===== config.mk =====
export PLATFORM = sky130hd
export DESIGN_NAME = bist_instr_loader
export DESIGN_NICKNAME = d
export VERILOG_FILES = /design/src/rtl/bist_instr_loader.sv
export SDC_FILE = /design/constraint.sdc
export NUM_CORES = 1
export LEC_CHECK = 0
export ABC_CLOCK_PERIOD_IN_PS = 4700
export CORE_UTILIZATION = 55
export DETAILED_ROUTE_END_ITERATION = 7
export GPL_ROUTABILITY_DRIVEN = 0
export PLACE_DENSITY = 0.8
export RECOVER_POWER = 50
export SLEW_MARGIN = 20
export SYNTH_ARGS = -nofsm -noshare
export SYNTH_HDL_FRONTEND = slang
export SYNTH_SLANG_ARGS = --single-unit

===== constraint.sdc =====
create_clock -name clk -period 4.7 [get_ports clk]
set_clock_uncertainty 0.15 [all_clocks]
set_input_delay 1.41 -clock clk [delete_from_list [all_inputs] [get_ports clk]]
set_output_delay 1.41 -clock clk [all_outputs]
set_load 0.02 [all_outputs]

===== src/rtl/bist_instr_loader.sv =====
module bist_instr_loader #(
  parameter int IW     = 16,
  parameter int GW     = 8,
  parameter int MODE_W = 2,
  parameter int ALGO_W = 4
) (
  input  logic                     clk,
  input  logic                     rst_n,
  input  logic                     test_en,
  input  logic                     engine_rst,
  input  logic                     shift_en,
  input  logic                     dshift_en,
  input  logic                     sdata,
  output logic [MODE_W-1:0]        mode,
  output logic [ALGO_W-1:0]        algo,
  output logic [IW-MODE_W-ALGO_W-1:0] mask,
  output logic [GW-1:0]            gonogo,
  output logic                     load_done,
  output logic                     load_err
);
  localparam int CW = $clog2(IW + 2);
  localparam logic [CW-1:0] FULL = CW'(IW);
  localparam logic [CW-1:0] SAT  = CW'(IW + 1);

  logic          sh_d, dsh_d, active;
  logic [CW-1:0] cnt;
  logic [IW-1:0] ishift, ireg;
  logic [GW-1:0] gshift, greg;

  wire permit  = test_en & engine_rst;
  wire capture = sh_d & permit;
  wire finish  = ~sh_d & active;

  assign mode   = ireg[MODE_W-1:0];
  assign algo   = ireg[MODE_W+ALGO_W-1:MODE_W];
  assign mask   = ireg[IW-1:MODE_W+ALGO_W];
  assign gonogo = greg;

  always_ff @(posedge clk or negedge rst_n) begin
    if (!rst_n) begin
      sh_d <= 1'b0; dsh_d <= 1'b0; active <= 1'b0; cnt <= '0;
      ishift <= '0; ireg <= '0; gshift <= '0; greg <= '0;
      load_done <= 1'b0; load_err <= 1'b0;
    end else if (!test_en) begin
      sh_d <= 1'b0; dsh_d <= 1'b0; active <= 1'b0; cnt <= '0;
      ishift <= '0; ireg <= '0; gshift <= '0; greg <= '0;
      load_done <= 1'b0; load_err <= 1'b0;
    end else begin
      sh_d      <= shift_en;
      dsh_d     <= dshift_en;
      load_done <= 1'b0;
      if (capture) begin
        active <= 1'b1;
        if (dsh_d) begin
          gshift <= {sdata, gshift[GW-1:1]};
        end else begin
          ishift <= {sdata, ishift[IW-1:1]};
          if (cnt != SAT) cnt <= cnt + 1'b1;
        end
      end else if (finish) begin
        active <= 1'b0;
        cnt    <= '0;
        ishift <= '0;
        gshift <= '0;
        if (cnt == FULL) begin
          ireg      <= ishift;
          greg      <= gshift;
          load_done <= 1'b1;
          load_err  <= 1'b0;
        end else begin
          load_err  <= 1'b1;
        end
      end
    end
  end
endmodule



=== After elaboration in Yosys (flattened, before gate mapping) ===
Cells that the tools add are included.

* Logic and storage cells: 63
* Register bits: 58

* Add/subtract/negate cells: 1
* Bitwise gates (word level): 4
* Reduce and logical (&&, ||, !) cells: 5
* Mux-type cells: 34
* Eq/ne operators: 9

{| class="wikitable"
|+ Operator list
! kind !! count
|-
| $mux 16 || 8
|-
| $mux 8 || 8
|-
| $mux 5 || 5
|-
| $mux 1 || 13
|-
| $ne 3x3->1 const B || 2
|-
| $reduce_and 2->1 || 3
|-
| $reduce_and 3->1 || 2
|-
| $add 5x1->5 const B || 1
|-
| $eq 5x5->1 const B || 1
|-
| $ne 5x5->1 const B || 1
|-
| $ne 2x1->1 const B || 2
|-
| $and 1x1->1 || 3
|-
| $ne 3x1->1 const B || 1
|-
| $ne 3x2->1 const B || 1
|-
| $ne 2x2->1 const B || 1
|-
| $not 1->1 || 1
|}

=== Longest topological paths before layout ===
Gate-level depths: netlist of the first run.

* Word-level depth: 5
* Mapped depth: 8
* Depth with buffers taken out: 6

=== Worst setup path before layout of the first run ===
No wires, ideal clock.

* Path type: in2reg
* Start: input engine_rst
* End: register ishift[0]
* Slack: 2.229 ns
* Stages on the path: 4
* Buffers on the path: 1
* Arrival: 2.256 ns
* Data required time: 4.485 ns
* Cell sequence: nand3_1 -> nor2_1 -> buf_2 -> a22o_1

* Word-level cells in the longest chain between the ends: 4
* Elaborated cells on any way between the ends: 7
* Those cells by class: eq/ne: 2; mux: 2; bitwise: 2; reduce/logical: 1

{| class="wikitable"
|+ RTL lines
! item !! RTL line !! text
|-
| start: declaration || 10 || <nowiki>input logic engine_rst,</nowiki>
|-
| $and 1x1->1 (*) || 30 || <nowiki>wire permit = test_en & engine_rst;</nowiki>
|-
| $and 1x1->1 (*) || 31 || <nowiki>wire capture = sh_d & permit;</nowiki>
|-
| $ne 3x3->1 (no line), or another cell as far along || -- ||
|-
| $reduce_and 2->1 (no line) or $mux 16 (tied branches) || -- ||
|-
| end signal: assignment || 57 || <nowiki>ishift <= {sdata, ishift[IW-1:1]};</nowiki>
|-
| end: declaration || 27 || <nowiki>logic [IW-1:0] ishift, ireg;</nowiki>
|}

Mark *: on every way between the ends. The rest lies on a longest branch, timed or not.
A chain may end at the register's enable or synchronous reset.

==> results.yml, run 1 <==
worst_setup_path:
  worstPathRequired_ns: 4.47
  startpoint_type: "input pin"
  slowest_stage: "clkbuf_1"
  crit_type: "in -> async"
  slowest_delay_ns: 1.70
  crit_path_cell_trace: "clkbuf_1"
  cp_num_buf_inv: 1
  critPathTopFamily: "buffers and inverters"
  endpoint_kind: "async pin"
  critPathMaxFanout: 47
  arrival_ns: 3.14
routing:
  drc: 0
  vias: 1588
  m1WireLength_um: 2100
  postRouteAntennaNets: 0
  drtIter0Drc: 123
  viasPerCell: 5.38
  drtPass1Iterations: 4
  wl_met3_um: 189
  totalWireLength_um: 4290
  top_layer: "met4"
  wl_per_cell_um: 14.5
  wl_met2_um: 1960
clock_tree:
  clk_pin_slew_ns: 0.06
  tritoncts: "done"
  cts_hold_buf: 0
  clk_path_buf_depth: 2
  numCtsBuffers: 9
  cts-root-buf: "clkbuf_8"
  htreeDepth: 3
  clock_latency_ns: 0.33
  cts_sinks: 58
  post_cts_buffers: 0
  ctsResizeCount: 0
yosys:
  netlist_instances: 204
  synth-compound-area-share_pct: 20.0
  synthTopCellsByCount: "dfrtp_1 (58), nand2_1 (51), a22o_1 (25)"
  ys.flop_type: "dfrtp_1"
  yosysWarnings: 0
  synthDistinctLibCells: 28
  muxShareOfSynthArea_pct: 0.472
  synth_nets: 214
  synth_enable_flop_cells: 0
  synth_area_leaders: "dfrtp_1 (61%), a22o_1 (9.2%), nand2_1 (8.0%), a21boi_0 (3.8%), a21boi_1 (3.8%)"
  yosysTopAreaCell: "dfrtp_1"
  yosysMostFrequentCell: "dfrtp_1"
  synth_fa_ha_area_share_pct: 1.57
  netlist_area_um2: 2390
  seq_area_frac_synth_pct: 60.8
  async_reset_ff_share_pct: 100
  yosysTopAreaCellShare_pct: 60.8
  syn_avg_cell_area_um2: 11.7
  synthSimpleGateAreaFrac_pct: 13.6
  ys_ff_latch: 58
  synth_top_family_by_area: "compound AO/OA/AOI/OAI gates"
  synth-xor-area-share_pct: 0
timing:
  rsz0062_at_grt: "no"
  slew_headroom_pct: -62.7
  finalCritPeriodShare_pct: 71.6
  clock.fmax_mhz: 297
  finalCriticalPeriod_ns: 3.37
  slew_viol_final: 48
  worst_slack_ns: 1.33
  worst_pin_slew_ns: 2.44
  tns_ns: 0
  setup_violations: 0
  hold_violations: 0
die:
  initial_core_util_pct: 58.4
  rows: 23
  core_area_um2: 4090
  dieWidth_um: 67.9
  fp.dieArea_um2: 4610
  ios: 33
  die_h_um: 67.9
grt:
  grt_use_total_pct: 22.9
  grt_max_degree: 48
  grt_pass1_wl_um: 7450
  grt-ovfl-total: 0
  antenna_found_initial: 0
  grt_pass1_vias: 1578
power:
  p_sw_share_pct: 21.0
  pwr_density_cell_nw_per_um2: 341
  clock_power_share_pct: 45.9
  seq_power_share_pct: 50.5
  switching_power_mw: 0.209
  pwr-share-comb_pct: 3.6
  intPower_mw: 0.788
  leakagePower_nw: 1.30
  ir_worst_vdd_mv: 0.254
flow_run:
  maxCapViolCount: 1
placement:
  port_buffers: 32
  dp_slack_ns: 1.33
  hpwl_um: 2680
finish:
  drive_gt1_share_pct: 8.98
  insertedDiodeCount: 0
  nets: 250
  syn_to_final_growth_pct: 22.4
status:
  outcome: "finished, violations left"
  violations: "capacitance limit, slew limit"
min_path:
  hold_class: "reg -> reg"
==> registers in the layout, indices dropped and copies added, names as in the netlist <==
signal     cells
cnt            5
load_err       1
load_done      1
sh_d           1
ishift        16
gshift         8
gonogo         8
active         1
dsh_d          1
ireg          16
==> final timing paths <==
kind	depth (start not counted)	start	endpoint	slack, ns
setup / recovery	1	rst_n	cnt[3]	1.33
hold / removal	1	ishift[0]	ishift[0]	0.36
setup reg to reg	7	cnt[0]	gonogo[5]	2.71
hold reg to reg	1	ishift[0]	ishift[0]	0.36
max in group clk	5	test_en	cnt[3]	1.61
min in group asynchronous	1	rst_n	gonogo[3]	1.67
==> through the flow <==
| stage | instance area, µm² | power, mW | std cells | util, % | hold slack [ns] |
|---|---|---|---|---|---|
| final | 2920 | 0.997 | 295 | 71.5 | 0.361 |
| after CTS | 2920 | 1.00 | 295 | 71.5 | 0.371 |
| after global routing | 2920 | 1.03 | 295 | 71.5 | 0.382 |
| after global placement | 2710 | 0.549 | 278 | 66.4 | 0.341 |
| after floorplan | 2390 | 0.530 | 204 | - | 0.312 |
| after detailed placement | 2730 | 0.550 | 279 | 66.7 | 0.356 |
==> power by group through the flow <==
stage,Sequential [mW],Clock (mW),Combinational [mW]
floorplan,0.513,0,0.0166
global placement,0.513,0,0.0359
detailed placement,0.513,0,0.0367
CTS,0.504,0.464,0.0367
global route,0.504,0.489,0.0405
finish,0.504,0.458,0.0356
==> layout by cell type (no fill, tap or decap), drive strengths merged, types with 2 or more instances in the layout <==
cell type / count
nor2: 3
o41ai: 2
and2: 3
o21ai: 4
nand3: 3
ha: 3
nand2: 51
inv: 3
clkbuf: 15
a21boi: 24
a22o: 25
nor2b: 2
dfrtp: 58
o211a: 3
buf: 4
clkdlybuf4s50: 30
==> per-layer routing <==
metal / GRT usage [%] / vias up
met5: 0 / -
met4: 9.38 / 0
met3: 8.50 / 5
li1: - / 786
met1: 30.6 / 755
met2: 33.5 / 42
==> area by class of cell <==
type                    count  area, µm²
repair buffers             36        348
flip-flops and latches     58       1450
multi-input cells         132        851
clock buffers              14        163
well taps                  50       62.6
fillers                   315       1160
inverters                   3       11.3
clock inverters             2       35.0
==> kinds of logic after synthesis <==
kind of cell / count (synthesis)
simple gates: 69
fa+ha+maj: 3
compound gates: 59
mux: 1
buf+inv: 14
flops: 58
No activity file was read; power rests on OpenSTA's default activity.
==> inputs of run 2 (changes only) <==
- ABC_CLOCK_PERIOD_IN_PS: 4700 -> 2700
- CORE_UTILIZATION: 55 -> 48
- PLACE_DENSITY: 0.8 -> 0.74
- clock period: 4.7 -> 2.7 ns (I/O delays scaled with it)
==> results.yml, run 2 (synthesized netlist as in run 1, its figures left out) <==
status:
  outcome: "finished, final reports clean"
grt:
  grt_max_degree: 59
  grt-ovfl-total: 0
  grt_pass1_vias: 1522
  grt_use_total_pct: 19.2
  antenna_found_initial: 0
  grt_pass1_wl_um: 7310
routing:
  vias: 1621
  drtPass1Iterations: 4
  drc: 0
  wl_met3_um: 148
  m1WireLength_um: 2140
  drtIter0Drc: 70
  wl_met2_um: 1890
  postRouteAntennaNets: 0
  top_layer: "met4"
  viasPerCell: 5.18
  wl_per_cell_um: 13.7
  totalWireLength_um: 4280
die:
  fp.dieArea_um2: 5260
  die_h_um: 72.5
  initial_core_util_pct: 50.2
  ios: 33
  dieWidth_um: 72.5
  core_area_um2: 4750
  rows: 25
finish:
  register_area_um2: 1450
  final_cell_mix: "dfrtp_1 (58), nand2_1 (51), clkdlybuf4s50_1 (30)"
  layout_commonest_cell: "dfrtp_1"
  multi_input_area_um2: 838
  syn_to_final_growth_pct: 22.4
  fill_cells: 416
  nets: 252
  drive_gt1_share_pct: 9.35
  insertedDiodeCount: 0
  top_regs: "ireg: 16 flops, ishift: 16 flops"
timing:
  slew_viol_final: 0
  hold_violations: 0
  finalCritPeriodShare_pct: 83.4
  worst_pin_slew_ns: 1.38
  rsz0062_at_grt: "no"
  tns_ns: 0
  slew_headroom_pct: 7.78
  worst_slack_ns: 0.447
  clock.fmax_mhz: 444
  finalCriticalPeriod_ns: 2.25
  setup_violations: 0
clock_tree:
  clk_pin_slew_ns: 0.06
  clock_latency_ns: 0.33
  ctsResizeCount: 0
  numCtsBuffers: 9
  cts-root-buf: "clkbuf_8"
  post_cts_buffers: 0
  cts_hold_buf: 0
  clk_path_buf_depth: 2
  htreeDepth: 3
  tritoncts: "done"
  cts_sinks: 58
worst_setup_path:
  startpoint_type: "flop"
  crit_cells: 1
  r2r_slack_ns: 0.59
  critPathMaxFanout: 2
  cp-endpoint: "mask[8]"
  startpoint: "ireg[14]"
  arrival_ns: 1.29
  crit_path_cell_trace: "clkdlybuf4s50_1"
  slowest_delay_ns: 0.61
  crit_type: "reg -> out"
  r2r_end: "ireg[14]"
  critPathTopFamily: "buffers and inverters"
  worstPathRequired_ns: 1.74
  regToRegStartpoint: "cnt[1]"
  r2r_cells: 7
  slowest_stage: "clkdlybuf4s50_1"
  cp_num_buf_inv: 1
  endpoint_kind: "output port"
placement:
  dp_slack_ns: 0.196
  hpwl_um: 2670
  port_buffers: 32
flow_run:
  maxCapViolCount: 0
power:
  leakagePower_nw: 1.30
  ir_worst_vdd_mv: 0.267
  pwr_density_cell_nw_per_um2: 560
min_path:
  hold_class: "reg -> reg"
run 2: area by class of cell:
class	instances	share of cell area (%)
sequential	58	49.7
multi-input combinational	132	28.7
timing repair buffer	38	12.5
clock buffer	13	5.44
tap	67	2.87
clock inverter	2	0.428
inverter	3	0.385
run 2: worst min-delay path by stage:
stage,start,endpoint,slack (ns),cells after the start
floorplan,cnt[4],cnt[4],0.31,1
global placement,ishift[0],ishift[0],0.34,1
detailed placement,gshift[0],gshift[0],0.35,1
CTS,rst_n,ireg[3],0.32,2
global route,ishift[15],ishift[14],0.40,1
finish,ishift[0],ishift[0],0.36,1
run 2: routing by layer:
| layer | vias up | global-route usage [%] |
|---|---|---|
| met3 | 10 | 4.58 |
| met1 | 782 | 26.6 |
| met4 | 0 | 12.6 |
| met5 | - | 0 |
| li1 | 794 | - |
| met2 | 35 | 26.8 |
run 2: metrics by stage:
stage	hold WS [ns]	instances	total power [mW]	cell area, µm²	util [%]
floorplan	0.312	204	0.922	2390	-
global placement	0.341	298	0.962	2780	58.5
detailed placement	0.345	298	0.963	2780	58.5
CTS	0.324	313	1.67	2950	62.1
global route	0.397	313	1.71	2920	61.5
finish	0.360	313	1.64	2920	61.5
run 2: report_power, final:
part | internal [mW] | switching (mW)
clock | 0.377 | 0.317
sequential | 0.873 | 0.00428
combinational | 0.0234 | 0.0411
==> inputs of run 3 (changes only) <==
- ABC_CLOCK_PERIOD_IN_PS: 2700 -> 2050
- clock period: 2.7 -> 2.05 ns (I/O delays scaled with it)
==> results.yml, run 3 (synthesized netlist as in run 1, its figures left out) <==
status:
  outcome: "finished, final reports clean"
routing:
  viasPerCell: 5.29
  postRouteAntennaNets: 0
  drc: 0
  drtIter0Drc: 134
  wl_per_cell_um: 13.6
  drtPass1Iterations: 4
  totalWireLength_um: 4340
  vias: 1688
timing:
  rsz0062_at_grt: "no"
  worst_pin_slew_ns: 1.35
  clock.fmax_mhz: 531
  tns_ns: 0
  slew_viol_final: 0
  holdWs_ns: 0.363
  finalCriticalPeriod_ns: 1.88
  setup_violations: 0
  slew_headroom_pct: 10.0
  finalCritPeriodShare_pct: 91.8
  hold_violations: 0
clock_tree:
  clk_pin_slew_ns: 0.06
  tritoncts: "done"
  numCtsBuffers: 9
  cts-root-buf: "clkbuf_8"
  cts_sinks: 58
  post_cts_buffers: 0
  clk_path_buf_depth: 2
  clock_latency_ns: 0.32
  cts_hold_buf: 0
  htreeDepth: 3
  ctsResizeCount: 4
grt:
  grt_use_total_pct: 19.4
  busiest_layer: "met2"
  grt_max_degree: 59
  use_met1_pct: 25.6
  met2_usage_pct: 29.3
  grt-ovfl-total: 0
  grt_pass1_wl_um: 7600
  antenna_found_initial: 0
  grt_pass1_vias: 1648
  met3_usage_pct: 4.86
min_path:
  hold_class: "reg -> reg"
  hold_depth: 2
worst_setup_path:
  critPathTopFamily: "buffers and inverters"
  slowest_stage: "clkdlybuf4s50_1"
  startpoint_type: "input pin"
  slowest_delay_ns: 0.48
  worstPathRequired_ns: 2.11
  crit_type: "in -> reg"
  cp_num_buf_inv: 2
  r2r_cells: 6
  critPathMaxFanout: 21
  arrival_ns: 1.94
  crit_path_cell_trace: "clkdlybuf4s50_1 -> nand2_1 -> o211a_1 -> buf_4 -> o41ai_1"
  crit_cells: 5
  endpoint_kind: "flop"
finish:
  insertedDiodeCount: 0
  syn_to_final_growth_pct: 24.2
  layout_commonest_cell: "dfrtp_1"
  postLayoutCoreUtil_pct: 62.3
  top_regs: "ireg: 16 flops, ishift: 16 flops"
  final_cell_mix: "dfrtp_1 (58), nand2_1 (51), a22o_1 (25)"
  drive_gt1_share_pct: 12.3
  nets: 257
die:
  core_area_um2: 4750
  initial_core_util_pct: 50.2
  fp.dieArea_um2: 5260
  rows: 25
  ios: 33
  die_h_um: 72.5
  dieWidth_um: 72.5
power:
  ir_worst_vdd_mv: 0.554
  leakagePower_nw: 1.59
  pwr_density_cell_nw_per_um2: 772
placement:
  hpwl_um: 2690
  port_buffers: 32
flow_run:
  maxCapViolCount: 0
==> run 3: layer usage <==
| metal | part of all wire [%] | vias up |
|---|---|---|
| met4 | 1.9 | 0 |
| met1 | 47 | 841 |
| met5 | 0 | - |
| met2 | 48 | 36 |
| met3 | 3.2 | 7 |
| li1 | - | 804 |
==> run 3: metrics by stage <==
| stage | cells | setup slack (ns) | power (mW) | area (µm²) |
|---|---|---|---|---|
| 2_1_floorplan | 204 | 0.277 | 1.21 | 2390 |
| 3_3_place_gp | 303 | -0.124 | 1.27 | 2810 |
| 3_5_place_dp | 303 | -0.142 | 1.27 | 2810 |
| 4_1_cts | 319 | 0.0000612 | 2.31 | 3000 |
| 5_1_grt | 319 | 0.0659 | 2.37 | 2960 |
| 6_report | 319 | 0.168 | 2.29 | 2960 |
==> run 3: final cells by class <==
cell class | instances | area, µm²
repair buffers | 43 | 364
fillers | 411 | 1790
inverters | 3 | 11.3
clock inverters | 2 | 35.0
multi-input cells | 132 | 856
clock buffers | 14 | 163
well taps | 67 | 83.8
flip-flops and latches | 58 | 1450
==> run 3: worst min-delay path, delay by kind of cell, from the launching register on <==
| family | cells | cell delay (ns) |
|---|---|---|
| AOI/OAI and AO/OA | 1 | 0.05 |
| and+or+nand+nor | 1 | 0.05 |
| DFF | 1 | 0.37 |
==> run 3: final timing paths <==
path / end / slack, ns / start
setup / recovery: cnt[3] / 0.17 / engine_rst
hold / removal: ireg[2] / 0.36 / ireg[2]
setup reg to reg: ireg[13] / 0.22 / cnt[0]
hold reg to reg: ireg[2] / 0.36 / ireg[2]
max in group asynchronous: active / 0.41 / rst_n
min in group asynchronous: ireg[3] / 0.53 / rst_n
==> run 3: power breakdown <==
part / switching [mW] / internal, mW
clock network: 0.414 / 0.628
logic: 0.0546 / 0.0347
registers: 0.00582 / 1.15
total: 0.474 / 1.81
